## src/rtl/ccd_cds_pkg.sv

```systemverilog
package ccd_cds_pkg;

  // Bundle of the per-tick output levels.
  typedef struct packed {
    logic h1;
    logic h2;
    logic fd_rst;
    logic clamp;
    logic sample;
  } cds_wave_t;

  // Reset width: at least one tick, at most the H2 high time.
  function automatic int sat_rst_width(input int req, input int h2_high);
    if (req < 1)       return 1;
    if (req > h2_high) return h2_high;
    return req;
  endfunction

  // Clamp phase: not before the reset ends, and room left for the sample.
  function automatic int sat_clamp_pos(input int req, input int width, input int ticks);
    if (req < width)     return width;
    if (req > ticks - 2) return ticks - 2;
    return req;
  endfunction

  // Sample phase: strictly after the clamp, inside the pixel.
  function automatic int sat_sample_pos(input int req, input int clamp, input int ticks);
    if (req <= clamp)    return clamp + 1;
    if (req > ticks - 1) return ticks - 1;
    return req;
  endfunction

endpackage

```

## src/rtl/cds_phase_counter.sv

```systemverilog
module cds_phase_counter #(
  parameter int TICKS_PER_PIX = 8,
  localparam int CW = $clog2(TICKS_PER_PIX)
) (
  input  logic          clk_i,
  input  logic          rst_ni,
  input  logic          pix_en_i,
  output logic          active_o,
  output logic [CW-1:0] phase_o,
  output logic          pix_start_o
);

  localparam logic [CW-1:0] LAST_PH = CW'(TICKS_PER_PIX - 1);

  logic at_last;

  assign at_last     = (phase_o == LAST_PH);
  // The coming edge loads phase 0 (first pixel or a wrap).
  assign pix_start_o = pix_en_i && (!active_o || at_last);

  always_ff @(posedge clk_i or negedge rst_ni) begin
    if (!rst_ni) begin
      active_o <= 1'b0;
      phase_o  <= '0;
    end else if (!pix_en_i) begin
      active_o <= 1'b0;
      phase_o  <= '0;
    end else if (pix_start_o) begin
      active_o <= 1'b1;
      phase_o  <= '0;
    end else begin
      phase_o  <= phase_o + 1'b1;
    end
  end

endmodule

```

## src/rtl/cds_cfg_latch.sv

```systemverilog
module cds_cfg_latch
  import ccd_cds_pkg::*;
#(
  parameter int TICKS_PER_PIX = 8,
  parameter int H2_HIGH_TICKS = TICKS_PER_PIX / 2,
  localparam int CW = $clog2(TICKS_PER_PIX)
) (
  input  logic          clk_i,
  input  logic          rst_ni,
  input  logic          load_i,
  input  logic [CW-1:0] rst_width_i,
  input  logic [CW-1:0] clamp_dly_i,
  input  logic [CW-1:0] sample_dly_i,
  output logic [CW-1:0] eff_rst_o,
  output logic [CW-1:0] eff_clamp_o,
  output logic [CW-1:0] eff_sample_o
);

  // Legal values for an all-zero request, used as the reset state.
  localparam int RST_W0 = sat_rst_width(0, H2_HIGH_TICKS);
  localparam int RST_C0 = sat_clamp_pos(0, RST_W0, TICKS_PER_PIX);
  localparam int RST_S0 = sat_sample_pos(0, RST_C0, TICKS_PER_PIX);

  int w_sat, c_sat, s_sat;

  always_comb begin
    w_sat = sat_rst_width(int'(rst_width_i), H2_HIGH_TICKS);
    c_sat = sat_clamp_pos(int'(clamp_dly_i), w_sat, TICKS_PER_PIX);
    s_sat = sat_sample_pos(int'(sample_dly_i), c_sat, TICKS_PER_PIX);
  end

  always_ff @(posedge clk_i or negedge rst_ni) begin
    if (!rst_ni) begin
      eff_rst_o    <= CW'(RST_W0);
      eff_clamp_o  <= CW'(RST_C0);
      eff_sample_o <= CW'(RST_S0);
    end else if (load_i) begin
      eff_rst_o    <= CW'(w_sat);
      eff_clamp_o  <= CW'(c_sat);
      eff_sample_o <= CW'(s_sat);
    end
  end

endmodule

```

## src/rtl/cds_strobe_decode.sv

```systemverilog
module cds_strobe_decode
  import ccd_cds_pkg::*;
#(
  parameter int TICKS_PER_PIX = 8,
  parameter int H2_HIGH_TICKS = TICKS_PER_PIX / 2,
  localparam int CW = $clog2(TICKS_PER_PIX)
) (
  input  logic          clk_i,
  input  logic          rst_ni,
  input  logic          run_i,
  input  logic [CW-1:0] phase_i,
  input  logic [CW-1:0] eff_rst_i,
  input  logic [CW-1:0] eff_clamp_i,
  input  logic [CW-1:0] eff_sample_i,
  output cds_wave_t     wave_o
);

  localparam logic [CW-1:0] H2_HI = CW'(H2_HIGH_TICKS);

  // Named per-tick events.
  logic in_h2_high, in_reset, at_clamp, at_sample;
  cds_wave_t wave_d;

  assign in_h2_high = (phase_i < H2_HI);
  assign in_reset   = (phase_i < eff_rst_i);
  assign at_clamp   = (phase_i == eff_clamp_i);
  assign at_sample  = (phase_i == eff_sample_i);

  always_comb begin
    wave_d = '0;
    if (run_i) begin
      wave_d.h2     = in_h2_high;
      wave_d.h1     = !in_h2_high;
      wave_d.fd_rst = in_reset;
      wave_d.clamp  = at_clamp;
      wave_d.sample = at_sample;
    end
  end

  always_ff @(posedge clk_i or negedge rst_ni) begin
    if (!rst_ni) wave_o <= '0;
    else         wave_o <= wave_d;
  end

endmodule

```

## src/rtl/ccd_cds_pulse_gen.sv

```systemverilog
module ccd_cds_pulse_gen
  import ccd_cds_pkg::*;
#(
  parameter int TICKS_PER_PIX = 8,
  parameter int H2_HIGH_TICKS = TICKS_PER_PIX / 2,
  localparam int CW = $clog2(TICKS_PER_PIX)
) (
  input  logic          clk_i,
  input  logic          rst_ni,
  input  logic          pix_en_i,
  input  logic [CW-1:0] rst_width_i,
  input  logic [CW-1:0] clamp_dly_i,
  input  logic [CW-1:0] sample_dly_i,
  output logic          h1_o,
  output logic          h2_o,
  output logic          fd_rst_o,
  output logic          clamp_o,
  output logic          sample_o
);

  logic          active;
  logic          pix_start;
  logic          run;
  logic [CW-1:0] phase;
  logic [CW-1:0] eff_rst, eff_clamp, eff_sample;
  cds_wave_t     wave;

  cds_phase_counter #(.TICKS_PER_PIX(TICKS_PER_PIX)) u_cnt (
    .clk_i      (clk_i),
    .rst_ni     (rst_ni),
    .pix_en_i   (pix_en_i),
    .active_o   (active),
    .phase_o    (phase),
    .pix_start_o(pix_start)
  );

  cds_cfg_latch #(
    .TICKS_PER_PIX(TICKS_PER_PIX),
    .H2_HIGH_TICKS(H2_HIGH_TICKS)
  ) u_cfg (
    .clk_i       (clk_i),
    .rst_ni      (rst_ni),
    .load_i      (pix_start),
    .rst_width_i (rst_width_i),
    .clamp_dly_i (clamp_dly_i),
    .sample_dly_i(sample_dly_i),
    .eff_rst_o   (eff_rst),
    .eff_clamp_o (eff_clamp),
    .eff_sample_o(eff_sample)
  );

  // The open window gates the decode directly, so a closing window
  // silences the outputs on the next edge.
  assign run = pix_en_i && active;

  cds_strobe_decode #(
    .TICKS_PER_PIX(TICKS_PER_PIX),
    .H2_HIGH_TICKS(H2_HIGH_TICKS)
  ) u_dec (
    .clk_i       (clk_i),
    .rst_ni      (rst_ni),
    .run_i       (run),
    .phase_i     (phase),
    .eff_rst_i   (eff_rst),
    .eff_clamp_i (eff_clamp),
    .eff_sample_i(eff_sample),
    .wave_o      (wave)
  );

  assign h1_o     = wave.h1;
  assign h2_o     = wave.h2;
  assign fd_rst_o = wave.fd_rst;
  assign clamp_o  = wave.clamp;
  assign sample_o = wave.sample;

endmodule

```

## config.mk

```make
export PLATFORM = sky130hd
export DESIGN_NAME = ccd_cds_pulse_gen
export DESIGN_NICKNAME = d
export VERILOG_FILES = /design/src/rtl/ccd_cds_pkg.sv /design/src/rtl/cds_phase_counter.sv /design/src/rtl/cds_cfg_latch.sv /design/src/rtl/cds_strobe_decode.sv /design/src/rtl/ccd_cds_pulse_gen.sv
export SDC_FILE = /design/constraint.sdc
export NUM_CORES = 1
export LEC_CHECK = 0
export ABC_AREA = 1
export BUFFER_PORTS_ARGS = -buffer_cell sky130_fd_sc_hd__buf_2
export CAP_MARGIN = 20
export CORE_UTILIZATION = 55
export DETAILED_ROUTE_END_ITERATION = 10
export HOLD_SLACK_MARGIN = 0.1
export PLACE_DENSITY_LB_ADDON = 0.05
export SETUP_SLACK_MARGIN = 0.4
export SLEW_MARGIN = 30
export SYNTH_ARGS = -nofsm -noshare
export SYNTH_HDL_FRONTEND = slang
export SYNTH_SLANG_ARGS = --single-unit
```

## constraint.sdc

```tcl
create_clock -name clk_i -period 2.84 [get_ports clk_i]
set_clock_uncertainty 0.2 [all_clocks]
set_input_delay 0.284 -clock clk_i [delete_from_list [all_inputs] [get_ports clk_i]]
set_output_delay 0.284 -clock clk_i [all_outputs]
set_load 0.02 [all_outputs]
```

# Yosys cells after proc, flatten, opt, wreduce, memory -nomap -nowiden
# Index checks and enable logic that the tools add are counted.
[totals]
in_bits = 12
output_inout_bits = 5
ff_bits = 18
word_cells = 50
[op_classes]
n_reduce_logical = 5
add_sub_neg = 2
order_cmp = 7
eq_ne = 4
n_mux = 22
[op_table]
columns = ["operator", "count"]
rows = [
  ["32-bit two-way mux", 7],
  ["4-bit by 32-bit less-or-equal comparator with 1-bit output", 1],
  ["4-bit by 32-bit < comparator with 1-bit output", 1],
  ["3-bit two-way mux", 4],
  ["1-bit two-way mux", 10],
  ["3-bit equality test", 2],
  ["3-bit greater-than comparator, second input constant", 2],
  ["5-bit two-way mux", 1],
  ["3-bit by 1-bit adder with 3-bit output, second input constant", 1],
  ["3-bit by 2-bit adder with 3-bit output, second input constant", 1],
  ["3-bit equality test, second input constant", 1],
  ["3-bit by 1-bit < comparator with 1-bit output, second input constant", 1],
  ["3-bit < comparator", 1],
  ["3-bit < comparator, second input constant", 1],
  ["1-bit logical AND", 2],
  ["1-bit zero test", 2],
  ["2-bit by 1-bit != test with 1-bit output, second input constant", 1],
  ["1-bit logical OR", 1],
]

# Logic depth before layout (Yosys ltp)
[logic_depth]
ltp_word = 13
depth_mapped = 17
mapped_depth_nobuf = 17

# By module
# Synthesis repeated with hierarchy kept, for this count alone.
[unflattened]
cells_unflattened = 146
hier_area_um2 = 1148.6
[modules_own_cells]
columns = ["module", "area_each_um2", "n_inst", "cells_per_inst", "seq_area_each_um2"]
rows = [
  ["cds_cfg_latch", 663.1, 1, 80, 229.0],
  ["cds_strobe_decode", 314.1, 1, 49, 125.1],
  ["cds_phase_counter", 163.9, 1, 15, 100.1],
  ["ccd_cds_pulse_gen", 7.5, 1, 2, 0.0],
]

# Worst setup path after synthesis
# OpenSTA, ideal clock, no wires.
[synth_timing]
kind = "input-to-reg"
start = "in rst_width_i[2]"
end = "reg u_cfg.eff_sample_o[2]"
n_path_buf = 0
path_slack_ns = 0.495
arrival_time_ns = 2.028
t_required_ns = 2.524
cell_stages = 17
setup_time_ns = 0.116
path_cell_list = "inv_2 > nand2_1 > ha_1 > nand2_1 > inv_1 > nand2_2 > nand2_4 > nand2_1 > o21ai_1 > ha_1 > nand2_1 > o21ai_0 > nand2_1 > o21ai_0 > inv_1 > nand2_1 > nand2_1"
[synth_via]
elab_chain_cells = 13
word_cells_on_any_way = 20
cone_classes = "1 x add/sub; 4 x order compare; 15 x mux"
[synth_lines]
columns = ["item", "line", "text"]
rows = [
  ["start, declared", "ccd_cds_pulse_gen.sv:11", "input logic [CW-1:0] rst_width_i,"],
  ["3-bit by 1-bit < comparator with 1-bit output / 3-bit greater-than comparator (equally long branches)", "ccd_cds_pkg.sv:14, ccd_cds_pkg.sv:15", ""],
  ["1-bit two-way mux (on tied branches)", "ccd_cds_pkg.sv:14, ccd_cds_pkg.sv:15", ""],
  ["32-bit two-way mux / 1-bit two-way mux (equally long branches)", "ccd_cds_pkg.sv:15", "if (req > h2_high) return h2_high;"],
  ["32-bit two-way mux", "ccd_cds_pkg.sv:16", "return req;"],
  ["32-bit two-way mux *", "ccd_cds_pkg.sv:15", ""],
  ["4-bit by 32-bit < comparator with 1-bit output", "ccd_cds_pkg.sv:21", "if (req < width) return width;"],
  ["32-bit two-way mux", "ccd_cds_pkg.sv:21", ""],
  ["32-bit two-way mux", "ccd_cds_pkg.sv:22", "if (req > ticks - 2) return ticks - 2;"],
  ["32-bit two-way mux", "ccd_cds_pkg.sv:23", "return req;"],
  ["32-bit two-way mux *", "ccd_cds_pkg.sv:22", ""],
  ["4-bit by 32-bit less-or-equal comparator with 1-bit output / 3-bit by 2-bit adder with 3-bit output (equally long branches)", "ccd_cds_pkg.sv:28", "if (req <= clamp) return clamp + 1;"],
  ["3-bit two-way mux / 1-bit two-way mux (equally long branches)", "ccd_cds_pkg.sv:28", ""],
  ["3-bit two-way mux *", "ccd_cds_pkg.sv:29", "if (req > ticks - 1) return ticks - 1;"],
  ["end signal, assigned", "cds_cfg_latch.sv:36", "eff_sample_o <= CW'(RST_S0);"],
  ["end signal, assigned", "cds_cfg_latch.sv:40", "eff_sample_o <= CW'(s_sat);"],
  ["end, declared", "cds_cfg_latch.sv:16", "output logic [CW-1:0] eff_sample_o"],
]
# Every way passes the cells marked *; elsewhere a longest branch is shown, timed or not. The select of a mux whose other input is x is not followed.
# A chain may end at the register's enable or synchronous reset.

# Final worst setup path
# Same ends and word-level chain as after synthesis.

==> reports/results.env <==
IR_WORST_VDD_V=0.000220
WHS_ENDPOINT='u_cfg.eff_sample_o[1]'
SYN-CELL-AREA_UM2=1050
SEQ_AREA_FRAC_SYNTH=0.432
HTREE_NUM_LEVELS=1
FINISH.NET_COUNT=170
SETUP_SLACK_PS=563
POST_ROUTE_CELLS_DRIVE_ABOVE_1_SHARE=0.257
POST_CTS_SETUP_REPAIR_BUFFER_COUNT=0
DP_WORST_SETUP_SLACK_PS=92.3
ANT_NETS=0
REG2REG_SETUP_SLACK_PS=890
CORE.ROWCOUNT=15
CRITICAL_PATH.MAX_STAGE_DELAY_PS=330
NUMCLOCKSINKS=18
SYN_TO_FINAL_GROWTH_PCT=18.2
GRT_PASS1_WL_MM=3.14
NETLIST-CELL-TYPE-COUNT=25
RSZ_0062_RAISED_AFTER_GLOBAL_ROUTING='false'
SYNTH_TOP_FAMILY_BY_AREA='simple AND/OR/NAND/NOR gates'
WORSTMARGINPINSLEW_PS=411
MIN_DELAY_PATH_DEPTH=5
GRT_ANTENNA_BEFORE_REPAIR=0
SEQUENTIALPOWERSHARE=0.494
CELL_ACCOUNTING_FOR_THE_MOST_SYNTHESIZED_AREA='sky130_fd_sc_hd__dfrtp_1'
HP-CLASS='in2reg'
CRITICAL_PATH.SLOWEST_CELL='sky130_fd_sc_hd__ha_1'
YOSYS-MUX-AREA-FRACTION=0
POSTROUTEWIRELENGTH_MM=1.82
ARRIVAL_WORST_ENDPOINT_PS=2260
CP_COMMON_CELL='sky130_fd_sc_hd__nand2_1'
TRITONCTS='yes'
SYNTH_LARGEST_TYPE_AREA_FRACTION=0.357
INITIAL_CORE_UTILIZATION=0.596
TIMING.CRITICAL_PATH.MAX_DELAY_FAMILY='compound AO/OA/AOI/OAI gates'
CRITICALPATHCATEGORY='in2reg'
I_O_PINS=17
NUMCTSBUFFERS=3
DIEAREA_UM2=2090
YOSYS-TOP-CELLS-AREA='sky130_fd_sc_hd__dfrtp_1, sky130_fd_sc_hd__nand2_1, sky130_fd_sc_hd__ha_1'
YS_WARN_COUNT=0
CLOCK_PATH_BUFFERS=2
START_POINT_OF_THE_WORST_HOLD_PATH='sample_dly_i[1]'
ANTENNA_CELLS=0
PORTBUFFERS=16
SETUP_VIOL=0
ROUTE.DETAILED.DRC=0
CP_NUM_BUF_INV=3
DRT_PRE_ANTENNA_ITERS=5
MIN_PERIOD_OVER_PERIOD=0.802
POWER.CLOCK.FRACTION=0.233
FINALMAXSLEWVIOLATIONS=0
SYNTH_ADDER_AREA_SHARE=0.107
FIRST_ITER_VIOLATIONS=13
CLK_ROOT_BUFFER_CELL='sky130_fd_sc_hd__clkbuf_4'
FINALHOLDVIOLATIONS=0
POWER_DENSITY_nW_PER_UM2=509
STATIC-LEAKAGE-POWER_uW=0.000676
STARTPOINT_TYPE_OF_THE_WORST_SETUP_PATH='input pin'
OUTCOME='complete, no violations'
SW_FRAC_OF_TOTAL=0.301
DETAIL_ROUTE.VIAS_PER_CELL=4.92
SYNTH_FP_NETS=147
CLK_LATENCY_PS=280
SYNTH_SIMPLE_GATE_AREA_FRAC=0.248
MAX_FREQ_MHz=439
PWR-SHARE-COMB=0.273
VIAS=852
MAX-SLEW-MARGIN-REL=0.719
CRIT_REQUIRED_PS=2820
FIRST_GLOBAL_VIAS=753
R2R_CELLS=9
FLOORPLAN.DIE.HEIGHT_UM=45.7
TIMING.FINAL.CRIT_PERIOD_PS=2280
SYN-INSTANCE-COUNT=126
SYN_AVG_CELL_AREA_UM2=8.34
HPWLAFTERDP_MM=1.41
MAX_CAP_VIOL_COUNT=0
WORSTREG2REGEND='u_cfg.eff_sample_o[2]'
POWER.INTERNAL_uW=443
MAXIMUM_NUMBER_OF_PINS_ON_ONE_NET_BEFORE_GLOBAL_ROUTE_REPAIR=19
TIMING.RR.START='u_cnt.phase_o[1]'
LAYOUT.CELLS.MOST_COMMON_LIST='sky130_fd_sc_hd__nand2_1, sky130_fd_sc_hd__buf_2, sky130_fd_sc_hd__inv_1, sky130_fd_sc_hd__dfrtp_1, sky130_fd_sc_hd__ha_1'
FINALSETUPTNS_PS=0
RESIDUAL_OVERFLOW_FROM_GLOBAL_ROUTING=0
SYNTH_COMPOUND_AREA_FRAC=0.108
GROUTE.USAGE.OVERALL=0.207
CRITICAL_PATH_PEAK_FANOUT=6
FP.DIEW_UM=45.7
CORE_FOOTPRINT_UM2=1760
LAYOUT.CELLS.MOST_COMMON='sky130_fd_sc_hd__nand2_1'
WORST_SETUP_HOLD_PATH_CLK_SLEW_PS=90
XOR_AND_XNOR_AREA_SHARE_AFTER_SYNTHESIS=0.0250
YOSYS_REGISTER_BITS=18
GPL.FINAL_WEIGHTED_CONGESTION=0.768
TIMING.CRITICAL_PATH.CELLS='buf_2 > inv_4 > ha_1 > a21oi_2 > nand2_4 > nand2_1 > o21ai_2 > ha_1 > nand2_1 > o21ai_2 > nand2_2 > o21ai_1 > inv_1 > nand2_1 > nand2_1'
ROUTEDWLPERCELL_UM=10.5
SETUP.WORST_PATH.END_CLASS='flip-flop'
SWITCHINGPOWER_uW=190
## power by group through the flow
stage	combinational (uW)	clock, uW	sequential, uW
3_3_place_gp	152	0	317
5_1_grt	199	163	318
3_5_place_dp	157	0	317
4_1_cts	162	155	313
2_1_floorplan	111	0	321
6_report	172	148	313
## cells in the mapped netlist
cell,count
sky130_fd_sc_hd__nand2_1,35
sky130_fd_sc_hd__dfrtp_1,15
sky130_fd_sc_hd__inv_1,15
sky130_fd_sc_hd__o21ai_0,11
sky130_fd_sc_hd__ha_1,9
sky130_fd_sc_hd__nand3_1,6
sky130_fd_sc_hd__nor2_1,6
sky130_fd_sc_hd__a21oi_1,5
sky130_fd_sc_hd__dfstp_2,3
sky130_fd_sc_hd__nand2_2,3
sky130_fd_sc_hd__inv_2,2
sky130_fd_sc_hd__nand3b_1,2
sky130_fd_sc_hd__xnor2_1,2
sky130_fd_sc_hd__a2111oi_0,1
sky130_fd_sc_hd__a21oi_2,1
sky130_fd_sc_hd__buf_6,1
sky130_fd_sc_hd__dlygate4sd1_1,1
sky130_fd_sc_hd__nand2_4,1
sky130_fd_sc_hd__nand3_2,1
sky130_fd_sc_hd__nor4_1,1
sky130_fd_sc_hd__o2111a_1,1
sky130_fd_sc_hd__o21ai_1,1
sky130_fd_sc_hd__or2_2,1
sky130_fd_sc_hd__or2_4,1
sky130_fd_sc_hd__xor2_1,1
## worst reg2reg max path: stages (launching register included)
cell                      delay [ps]
sky130_fd_sc_hd__dfrtp_1         450
sky130_fd_sc_hd__ha_1            210
sky130_fd_sc_hd__ha_1            180
sky130_fd_sc_hd__or2_4           270
sky130_fd_sc_hd__nand2_2         210
sky130_fd_sc_hd__inv_2           100
sky130_fd_sc_hd__o21ai_1          80
sky130_fd_sc_hd__inv_1            40
sky130_fd_sc_hd__nand2_1          60
sky130_fd_sc_hd__nand2_1          50
## worst max-delay path by stage
stage | from | endpoint | slack, ps | depth (start not counted)
global route | rst_width_i[2] | u_cfg.eff_sample_o[2] | 400 | 15
detailed placement | rst_width_i[2] | u_cfg.eff_sample_o[2] | 90 | 16
floorplan | rst_width_i[2] | u_cfg.eff_sample_o[2] | 500 | 17
finish | rst_width_i[2] | u_cfg.eff_sample_o[2] | 560 | 15
global placement | rst_width_i[2] | u_cfg.eff_sample_o[2] | 220 | 18
CTS | rst_width_i[2] | u_cfg.eff_sample_o[2] | 410 | 16
## through the flow
step / utilization / hold slack, ps / power (uW) / instances / instance area, um2
floorplan: - / -212 / 432 / 126 / 1050
global placement: 0.648 / 20.9 / 469 / 165 / 1140
detailed placement: 0.648 / 24.8 / 475 / 165 / 1140
CTS: 0.691 / 113 / 630 / 173 / 1220
global route: 0.704 / 127 / 679 / 173 / 1240
finish: 0.704 / 119 / 633 / 173 / 1240
## cell families after synthesis
family / after synthesis
compound gates: 20
fa+ha+maj: 9
xor+xnor: 3
simple gates: 57
buf+inv: 19
flops: 18
## layer usage
layer | vias to the layer above | share of wire | track usage | wire [um]
met5 | - | 0 | 0 | 0
met4 | 0 | 0 | 0.0529 | 0
met3 | 0 | 0.017 | 0.0238 | 31
met2 | 15 | 0.53 | 0.380 | 959
met1 | 384 | 0.46 | 0.255 | 827
li1 | 453 | - | - | -
## repair_timing
action,in CTS,in global routing
hold buffers,4,0
endpoints found under the setup margin,0,3
resized for setup,0,10
hold endpoints to repair,20,0
## registers in the layout, summed over array words and instances, names as in the netlist
signal	count
u_cfg.eff_sample_o	3
u_dec.wave_o	5
u_cfg.eff_clamp_o	3
u_cnt.active_o	1
u_cfg.eff_rst_o	3
u_cnt.phase_o	3
## layout make-up
cell class / instances / area [um2]
inverters: 17 / 66.3
flip-flops and latches: 18 / 454
repair buffers: 20 / 120
multi-input cells: 89 / 534
fillers: 167 / 522
clock buffers: 4 / 36.3
well taps: 25 / 31.3
Note: power is estimated with default switching activity, not from simulation.
